<file path="config.mk">
export PLATFORM = sky130hd
export DESIGN_NAME = sar_conv_ctrl
export DESIGN_NICKNAME = d
export VERILOG_FILES = /design/src/rtl/sar_pkg.sv /design/src/rtl/sar_cmd_decode.sv /design/src/rtl/sar_seq.sv /design/src/rtl/sar_approx_reg.sv /design/src/rtl/sar_read_mux.sv /design/src/rtl/sar_conv_ctrl.sv
export SDC_FILE = /design/constraint.sdc
export NUM_CORES = 1
export LEC_CHECK = 0
export ABC_AREA = 1
export BUFFER_PORTS_ARGS = -buffer_cell sky130_fd_sc_hd__buf_4
export CAP_MARGIN = 20
export CORE_MARGIN = 2
export CORE_UTILIZATION = 25
export CTS_CLUSTER_SIZE = 14
export DETAILED_ROUTE_END_ITERATION = 7
export MAX_ROUTING_LAYER = met4
export PLACE_DENSITY_LB_ADDON = 0.08
export SLEW_MARGIN = 20
export SYNTH_ARGS = -nofsm -noshare
export SYNTH_HDL_FRONTEND = slang
export SYNTH_HIERARCHICAL = 1
export SYNTH_SLANG_ARGS = --single-unit
</file>
<file path="constraint.sdc">
create_clock -name clk_i -period 1.4 [get_ports clk_i]
set_input_delay 0.14 -clock clk_i [delete_from_list [all_inputs] [get_ports clk_i]]
set_output_delay 0.14 -clock clk_i [all_outputs]
set_load 0.02 [all_outputs]
</file>
<file path="src/rtl/sar_pkg.sv">
package sar_pkg;
  typedef enum logic [1:0] {ST_IDLE, ST_CONV, ST_ACQ} sar_state_e;
  typedef enum logic [1:0] {RD_WORD, RD_HIGH, RD_LOW} rd_mode_e;
  typedef struct packed {
    logic     start;
    logic     short_c;
    logic     rd;
    rd_mode_e mode;
  } sar_cmd_t;
endpackage

</file>
<file path="src/rtl/sar_cmd_decode.sv">
module sar_cmd_decode
  import sar_pkg::*;
(
  input  logic     en_i,
  input  logic     sel_ni,
  input  logic     rd_nconv_i,
  input  logic     wide_i,
  input  logic     addr0_i,
  output sar_cmd_t cmd_o
);
  logic act;
  assign act = en_i & ~sel_ni;

  always_comb begin
    cmd_o.start   = act & ~rd_nconv_i;
    cmd_o.short_c = addr0_i;
    cmd_o.rd      = act & rd_nconv_i;
    if (wide_i)       cmd_o.mode = RD_WORD;
    else if (addr0_i) cmd_o.mode = RD_LOW;
    else              cmd_o.mode = RD_HIGH;
  end
endmodule

</file>
<file path="src/rtl/sar_seq.sv">
module sar_seq
  import sar_pkg::*;
#(
  parameter int unsigned RES_W      = 12,
  parameter int unsigned SHORT_W    = 8,
  parameter int unsigned ACQ_CYCLES = 4,
  localparam int unsigned IDX_W     = $clog2(RES_W),
  localparam int unsigned ACQ_W     = (ACQ_CYCLES > 1) ? $clog2(ACQ_CYCLES + 1) : 1
) (
  input  logic             clk_i,
  input  logic             rst_ni,
  input  logic             start_i,
  input  logic             short_i,
  output sar_state_e       state_o,
  output logic             clr_o,
  output logic             step_o,
  output logic [IDX_W-1:0] idx_o
);
  sar_state_e       state_q;
  logic [IDX_W-1:0] idx_q, stop_q;
  logic [ACQ_W-1:0] acq_q;
  logic             go, last;

  assign go     = start_i && (state_q == ST_IDLE);
  assign last   = (idx_q == stop_q);
  assign clr_o  = go;
  assign step_o = (state_q == ST_CONV);
  assign idx_o  = idx_q;
  assign state_o = state_q;

  always_ff @(posedge clk_i or negedge rst_ni) begin
    if (!rst_ni) begin
      state_q <= ST_IDLE;
      idx_q   <= '0;
      stop_q  <= '0;
      acq_q   <= '0;
    end else begin
      case (state_q)
        ST_IDLE: if (go) begin
          state_q <= ST_CONV;
          idx_q   <= IDX_W'(RES_W - 1);
          stop_q  <= short_i ? IDX_W'(RES_W - SHORT_W) : '0;
        end
        ST_CONV: begin
          if (last) begin
            acq_q <= ACQ_W'(ACQ_CYCLES);
            state_q <= (ACQ_CYCLES == 0) ? ST_IDLE : ST_ACQ;
          end else begin
            idx_q <= idx_q - 1'b1;
          end
        end
        ST_ACQ: begin
          acq_q <= acq_q - 1'b1;
          if (acq_q <= ACQ_W'(1)) state_q <= ST_IDLE;
        end
        default: state_q <= ST_IDLE;
      endcase
    end
  end
endmodule

</file>
<file path="src/rtl/sar_approx_reg.sv">
module sar_approx_reg #(
  parameter int unsigned RES_W  = 12,
  localparam int unsigned IDX_W = $clog2(RES_W)
) (
  input  logic             clk_i,
  input  logic             rst_ni,
  input  logic             clr_i,
  input  logic             step_i,
  input  logic [IDX_W-1:0] idx_i,
  input  logic             cmp_i,
  output logic [RES_W-1:0] trial_o,
  output logic [RES_W-1:0] result_o
);
  logic [RES_W-1:0] sar_q, bit_mask;

  assign bit_mask = step_i ? (RES_W'(1) << idx_i) : '0;
  assign trial_o  = sar_q | bit_mask;
  assign result_o = sar_q;

  always_ff @(posedge clk_i or negedge rst_ni) begin
    if (!rst_ni)     sar_q <= '0;
    else if (clr_i)  sar_q <= '0;
    else if (step_i) sar_q[idx_i] <= cmp_i;
  end
endmodule

</file>
<file path="src/rtl/sar_read_mux.sv">
module sar_read_mux
  import sar_pkg::*;
#(
  parameter int unsigned RES_W  = 12,
  parameter int unsigned BYTE_W = 8,
  localparam int unsigned LOW_W = RES_W - BYTE_W
) (
  input  logic [RES_W-1:0] result_i,
  input  rd_mode_e         mode_i,
  output logic [RES_W-1:0] data_o
);
  logic [BYTE_W-1:0] hi_byte, lo_byte;

  assign hi_byte = result_i[RES_W-1:LOW_W];
  generate
    if (LOW_W < BYTE_W) begin : g_pad
      assign lo_byte = {result_i[LOW_W-1:0], {(BYTE_W-LOW_W){1'b0}}};
    end else begin : g_nopad
      assign lo_byte = result_i[BYTE_W-1:0];
    end
  endgenerate

  always_comb begin
    case (mode_i)
      RD_HIGH: data_o = RES_W'(hi_byte);
      RD_LOW:  data_o = RES_W'(lo_byte);
      default: data_o = result_i;
    endcase
  end
endmodule

</file>
<file path="src/rtl/sar_conv_ctrl.sv">
module sar_conv_ctrl
  import sar_pkg::*;
#(
  parameter int unsigned RES_W      = 12,
  parameter int unsigned SHORT_W    = 8,
  parameter int unsigned ACQ_CYCLES = 4,
  localparam int unsigned IDX_W     = $clog2(RES_W)
) (
  input  logic             clk_i,
  input  logic             rst_ni,
  input  logic             en_i,
  input  logic             sel_ni,
  input  logic             rd_nconv_i,
  input  logic             wide_i,
  input  logic             addr0_i,
  input  logic             cmp_i,
  output logic [RES_W-1:0] trial_o,
  output logic             hold_o,
  output logic             bit_clk_en_o,
  output logic             busy_o,
  output logic [RES_W-1:0] data_o,
  output logic             data_oe_o
);
  sar_cmd_t         cmd;
  sar_state_e       state;
  logic             clr, step;
  logic [IDX_W-1:0] idx;
  logic [RES_W-1:0] result, rd_data;

  sar_cmd_decode i_dec (
    .en_i, .sel_ni, .rd_nconv_i, .wide_i, .addr0_i, .cmd_o(cmd)
  );

  sar_seq #(.RES_W(RES_W), .SHORT_W(SHORT_W), .ACQ_CYCLES(ACQ_CYCLES)) i_seq (
    .clk_i, .rst_ni, .start_i(cmd.start), .short_i(cmd.short_c),
    .state_o(state), .clr_o(clr), .step_o(step), .idx_o(idx)
  );

  sar_approx_reg #(.RES_W(RES_W)) i_sar (
    .clk_i, .rst_ni, .clr_i(clr), .step_i(step), .idx_i(idx), .cmp_i,
    .trial_o, .result_o(result)
  );

  sar_read_mux #(.RES_W(RES_W)) i_mux (
    .result_i(result), .mode_i(cmd.mode), .data_o(rd_data)
  );

  assign hold_o       = (state == ST_CONV);
  assign bit_clk_en_o = (state == ST_CONV);
  assign busy_o       = (state != ST_IDLE);
  assign data_oe_o    = cmd.rd && (state != ST_CONV);
  assign data_o       = data_oe_o ? rd_data : '0;
endmodule

</file>
==> results of run 1 <==
==> synth_stat cells <==
cell / n / share of area, %
nand3b_1: 1 / 0.43
nor2_2: 12 / 4.3
dfrtp_1: 22 / 32
a21oi_1: 1 / 0.29
nor2_1: 41 / 8.8
buf_4: 3 / 1.3
buf_6: 4 / 2.6
buf_2: 1 / 0.29
xor2_1: 1 / 0.50
inv_1: 51 / 11
nand2_2: 12 / 4.3
nor2_4: 2 / 1.3
o21ai_1: 1 / 0.29
inv_2: 4 / 0.86
nand4_1: 3 / 1.1
nand3_4: 1 / 1.0
ha_1: 6 / 4.3
nand3_2: 2 / 1.2
or2_0: 2 / 0.72
or2_2: 1 / 0.36
nand2_1: 60 / 13
nand3_1: 26 / 7.5
o21ai_0: 1 / 0.29
nand4_2: 1 / 0.72
nand2_4: 3 / 1.9
==> power groups by stage <==
| stage | logic [uW] | registers [uW] | clock network, uW |
|---|---|---|---|
| 2_1_floorplan | 1850 | 1200 | 0 |
| 3_3_place_gp | 2770 | 1220 | 0 |
| 3_5_place_dp | 2770 | 1230 | 0 |
| 4_1_cts | 3210 | 1220 | 483 |
| 5_1_grt | 3980 | 1300 | 515 |
| 6_report | 3590 | 1250 | 466 |
==> stage by stage <==
stage                     TNS (ns)  cell area (um2)  util, %  power (uW)  hold slack [ns]
after floorplan                  0             1742        -        3054          -0.1556
after global placement      -1.080             2137    31.63        3989          0.06924
after detailed placement    -1.302             2137    31.63        3993          0.06346
after CTS                   -3.684             2417    35.78        4911           0.1728
after global routing        -9.051             2684    39.72        5798           0.1806
final                       -5.689             2684    39.72        5301           0.1733
==> area by class of cell <==
| type | instances | share of cell area (%) |
|---|---|---|
| multi-input combinational | 178 | 43.12 |
| timing repair buffer | 59 | 21.59 |
| sequential | 22 | 20.56 |
| inverter | 55 | 8.392 |
| tap | 80 | 3.730 |
| clock buffer | 4 | 2.051 |
| timing repair inverter | 2 | 0.5594 |
==> cells by family after synthesis <==
logic type,Yosys count,synth area share (%)
flops,22,31.65
xor+xnor,1,0.5037
simple gates,167,46.62
compound gates,3,0.8625
fa+ha+maj,6,4.316
buf+inv,63,16.04
==> registers in the layout (all words and copies together) (netlist names) <==
name and cells:
i_seq/idx_o 4, i_seq/stop_q 1, i_sar/result_o 12, i_seq/state_o 2
i_seq/acq_q 3
==> layer usage <==
layer | vias to the layer above | track usage, % | share of wire, %
li1 | 891 | - | -
met2 | 22 | 19.08 | 47
met3 | 2 | 1.611 | 2.3
met1 | 745 | 17.65 | 50
met4 | 0 | 3.357 | 0.70
met5 | - | - | 0
==> final timing paths <==
kind	from	end	slack (ns)
min	cmp_i	i_sar/result_o[10]$_DFFE_PN0P_	0.17
max reg2reg	i_seq/state_o[0]$_DFFE_PN0P_	i_sar/result_o[1]$_DFFE_PN0P_	-0.04
min in group asynchronous	rst_ni	i_seq/acq_q[1]$_DFFE_PN0P_	0.30
max	i_seq/state_o[0]$_DFFE_PN0P_	data_o[2]	-0.24
min reg2reg	i_seq/acq_q[1]$_DFFE_PN0P_	i_seq/acq_q[1]$_DFFE_PN0P_	0.51
max in group asynchronous	rst_ni	i_seq/idx_o[3]$_DFFE_PN0P_	0.84
==> worst register-to-register path: cells and delay by family, from the launching register on <==
kind	cells	cell delay [ns]
AND/OR/NAND/NOR	4	0.31
flip-flops	1	0.41
buffers and inverters	5	0.62
==> timing repair <==
item                                   4_1_cts  5_1_grt
cloned                                       2        2
pin swaps                                   10       24
setup endpoints to repair                   26       43
endpoints found under the hold margin       22        0
hold buffers                                 1        0
setup buffers                                4        6
gates resized for setup                     43       63
==> results.ini, run 1 <==
[status]
outcome=finished with violations
violations=setup timing

[setup_path]
r2r_cells=9
crit_buf_inv=4
cpLargestDelayFamily=buffers and inverters
cp.arrival_ns=1.50
worstSetupStartpointType=flop
worstPathRequired_ns=1.26
cpMaxStageDelayCell=dfrtp_1
max_stage_delay_ns=0.41
worstPathCellList=buf_4 > buf_6 > buf_8 > nand2_8 > nand2_8 > nor2_2 > buf_4
cp.depth=7
crit_fanout=7
cp-end-kind=primary output
critPathKind=flop to primary output

[floorplanning]
fp.dieH_um=87.41
die-area_um2=7640
num_io_pins=36
initial_core_util_pct=25.74
rows=30
die_w_um=87.41
core_area_um2=6756

[clocking]
clockRootBuffer=clkbuf_8
cts_tree=done
cts_num_sinks=22
cts.reportedPaths.clkPinSlew_ns=0.08
cts-buffers-inserted=3
insertion_delay_ns=0.26
htree_levels=1
cts.path.max_buffers=2

[global_route]
grt_max_degree=23
grt_pass1_vias=1552
grt_antenna_before_repair=0
grt_use_total_pct=12.59
gr-total-overflow=0
grt_first_pass_wirelength_um=7362

[synth]
ys_ff_latch=22
syn_nets=276
yosys_warnings=6
synth_sequential_area_ratio_pct=31.65
synth_area_um2=1739
syn_inst=262
synth.distinct_cells=25
synth_area_per_cell_um2=6.638

[timing]
max_slew_margin_pct=53.15
finalSetupViolations=40
hold_viol=0
tightest_slew_ns=0.7001
fin_ws_ns=-0.2410
fin_worst_skew_ns=0.002302
finalCritPeriodShare_pct=117.2
final_max_slew_viol_count=0
rsz0062_at_grt=yes
min_period_ns=1.641
fmax_mhz=609.4

[routing]
drc=0
wl_um=4597
drtPass1Iterations=4
viasPerCell=4.150
num_vias=1660
drtIter0Drc=41
wl_per_cell_um=11.49
final_antenna_net_count=0

[power_and_ir_drop]
ir_drop_v=0.0006478
powerDensity_nw_per_um2=1975
seqPwrFrac_pct=23.5
power_frac_clock_pct=8.8
p_leak_uw=0.001343
p_sw_uw=2588
p_int_uw=2713
comb_power_share_pct=67.7
p_sw_share_pct=48.81

[placed_design]
place_congestion=0.7228
dp.cells=383
numPortBuffers=35
preCtsSetupSlack_ns=-0.1486
dpl.hpwl_um=3307

[min_path]
hp-class=input port to flop
hold_depth=3

[final_layout]
syn_to_final_growth_pct=54.32
stdcell_count=400
multi_input_area_um2=1157
fin_nets=335
seq_area_um2=551.8
final_layout_size_suffix_gt1_share_pct=45.00
mostFrequentLayoutCell=nand2_1
fill_cells=733
final_cell_mix=nand2_1, inv_1, buf_4
antenna_cells=0

[job]
maxCapViolCount=0

Note: power is estimated with default switching activity, not from simulation.
==> inputs of run 2 (changes only) <==
Settings changed: BUFFER_PORTS_ARGS -buffer_cell sky130_fd_sc_hd__buf_4 to unset, DONT_BUFFER_PORTS set to 1, SKIP_LAST_GASP set to 1.
==> results.ini, run 2 (synthesis gave the netlist of run 1 again) <==
[final_layout]
mostFrequentLayoutCell=nand2_1
syn_to_final_growth_pct=31.15
fin_nets=301
final_cell_area_um2=2281
antenna_cells=0
final_cell_mix=nand2_1, inv_1, nor2_1
final_layout_size_suffix_gt1_share_pct=32.52
largest_reg_flops=12

[power_and_ir_drop]
comb_power_share_pct=65.0
p_int_uw=2429
ir_drop_v=0.0005288
power_frac_clock_pct=9.6
seqPwrFrac_pct=25.4
p_sw_uw=2404
powerDensity_nw_per_um2=2119
p_leak_uw=0.001124
p_sw_share_pct=49.74

[global_route]
grt_first_pass_wirelength_um=6727
grt_pass1_vias=1385
grt_antenna_before_repair=0
grt_max_degree=23
gr-total-overflow=0
grt_use_total_pct=11.59

[timing]
rsz0062_at_grt=yes
finalCritPeriodShare_pct=113.3
finalSetupViolations=24
min_period_ns=1.587
fmax_mhz=630.2
fin_ws_ns=-0.1869
tightest_slew_ns=0.7225
tns_ns=-2.025
max_slew_margin_pct=51.66
hold_viol=0
final_max_slew_viol_count=0
fin_worst_skew_ns=0.005867

[setup_path]
rr_startpoint=i_seq/state_o[1]$_DFFE_PN0P_
crit_fanout=7
cp-end-kind=primary output
worstSetupEndpoint=trial_o[6]
r2r_slack_ns=0.05
worstPathRequired_ns=1.26
worstSetupStartpointType=flop
cpMaxStageDelayCell=dfrtp_1
startpoint=i_seq/state_o[1]$_DFFE_PN0P_
critPathKind=flop to primary output
cp.arrival_ns=1.45
r2r_cells=8
max_stage_delay_ns=0.41
r2r-end=i_sar/result_o[1]$_DFFE_PN0P_
worstPathCellList=nor2_4 > nand2_2 > nor2_4 > nand2_1 > nand2_2 > buf_12

[floorplanning]
initial_core_util_pct=25.74
die-area_um2=7640
num_io_pins=36
core_area_um2=6756
rows=30
die_w_um=87.41
fp.dieH_um=87.41

[placed_design]
numPortBuffers=0
dpl.hpwl_um=3209
place_congestion=0.7628
dpl_cell_area_um2=1994

[routing]
final_antenna_net_count=0
wl_um=4298
viasPerCell=4.178
drtPass1Iterations=4
num_vias=1529
drtIter0Drc=71
drc=0
wl_per_cell_um=11.74

[clocking]
insertion_delay_ns=0.26
clockRootBuffer=clkbuf_8
cts-buffers-inserted=3
cts.path.max_buffers=2
cts.reportedPaths.clkPinSlew_ns=0.09
htree_levels=1
cts_num_sinks=22
cts_tree=done

[status]
outcome=finished with violations
violations=setup timing

[job]
maxCapViolCount=0

[min_path]
hp-class=input port to flop

## run 2: worst max-delay path, delay by kind of cell, from the launching register on
kind	cells	cell delay (ns)
simple gates	5	0.65
flops	1	0.41
buf+inv	1	0.11
## run 2: cell type report
class	instances	area, um2
inverters	55	226.5
flip-flops and latches	22	551.8
well taps	80	100.1
clock buffers	4	55.05
multi-input cells	178	1062
repair inverters	2	15.01
fillers	745	4476
repair buffers	25	270.3
## run 2: per-layer routing
metal  vias up  wire length (um)  global-route usage (%)
met5         -                 0                       -
met3         2               154                   1.422
met4         0                31                   3.357
met1       670              2171                   16.43
met2        30              1941                   17.29
li1        827                 -                       -
## run 2: power by group through the flow
stage	registers [uW]	clock network [uW]	logic [uW]
2_1_floorplan	1200	0	1850
5_1_grt	1270	518	3470
3_5_place_dp	1230	0	2770
3_3_place_gp	1230	0	2790
6_report	1230	465	3140
4_1_cts	1220	492	3090
## run 2: what timing repair did
action / CTS / global route
hold buffers: 1 / 1
gates resized for setup: 33 / 16
hold endpoints to repair: 22 / 22
cloned: 1 / 2
setup buffers: 3 / 1
setup endpoints to repair: 25 / 43
pin swaps: 7 / 7
## run 2: worst min-delay path by stage
stage                       start                            end  slack (ns)  depth (start not counted)
after floorplan            rst_ni  i_sar/result_o[0]$_DFFE_PN0P_       -0.16                          0
after global placement     rst_ni     i_seq/idx_o[2]$_DFFE_PN0P_       -0.15                          0
after detailed placement   rst_ni     i_seq/idx_o[2]$_DFFE_PN0P_       -0.15                          0
after CTS                 addr0_i    i_seq/stop_q[2]$_DFFE_PN0P_       0.002                          2
after global routing      addr0_i    i_seq/stop_q[2]$_DFFE_PN0P_       0.003                          2
final                     addr0_i    i_seq/stop_q[2]$_DFFE_PN0P_        0.01                          2
## run 2: stage by stage
step                      instances  utilization (%)  hold WS, ns  power, uW  setup WS [ns]
final                           366            33.76      0.01203       4833        -0.1869
after global routing            366            33.76     0.002722       5267        -0.2778
after CTS                       362            32.59     0.001816       4805        -0.1849
after detailed placement        354            29.52      -0.1545       4001      -0.008362
after global placement          354            29.52      -0.1546       4018        0.01208
after floorplan                 262                -      -0.1556       3054        0.02069
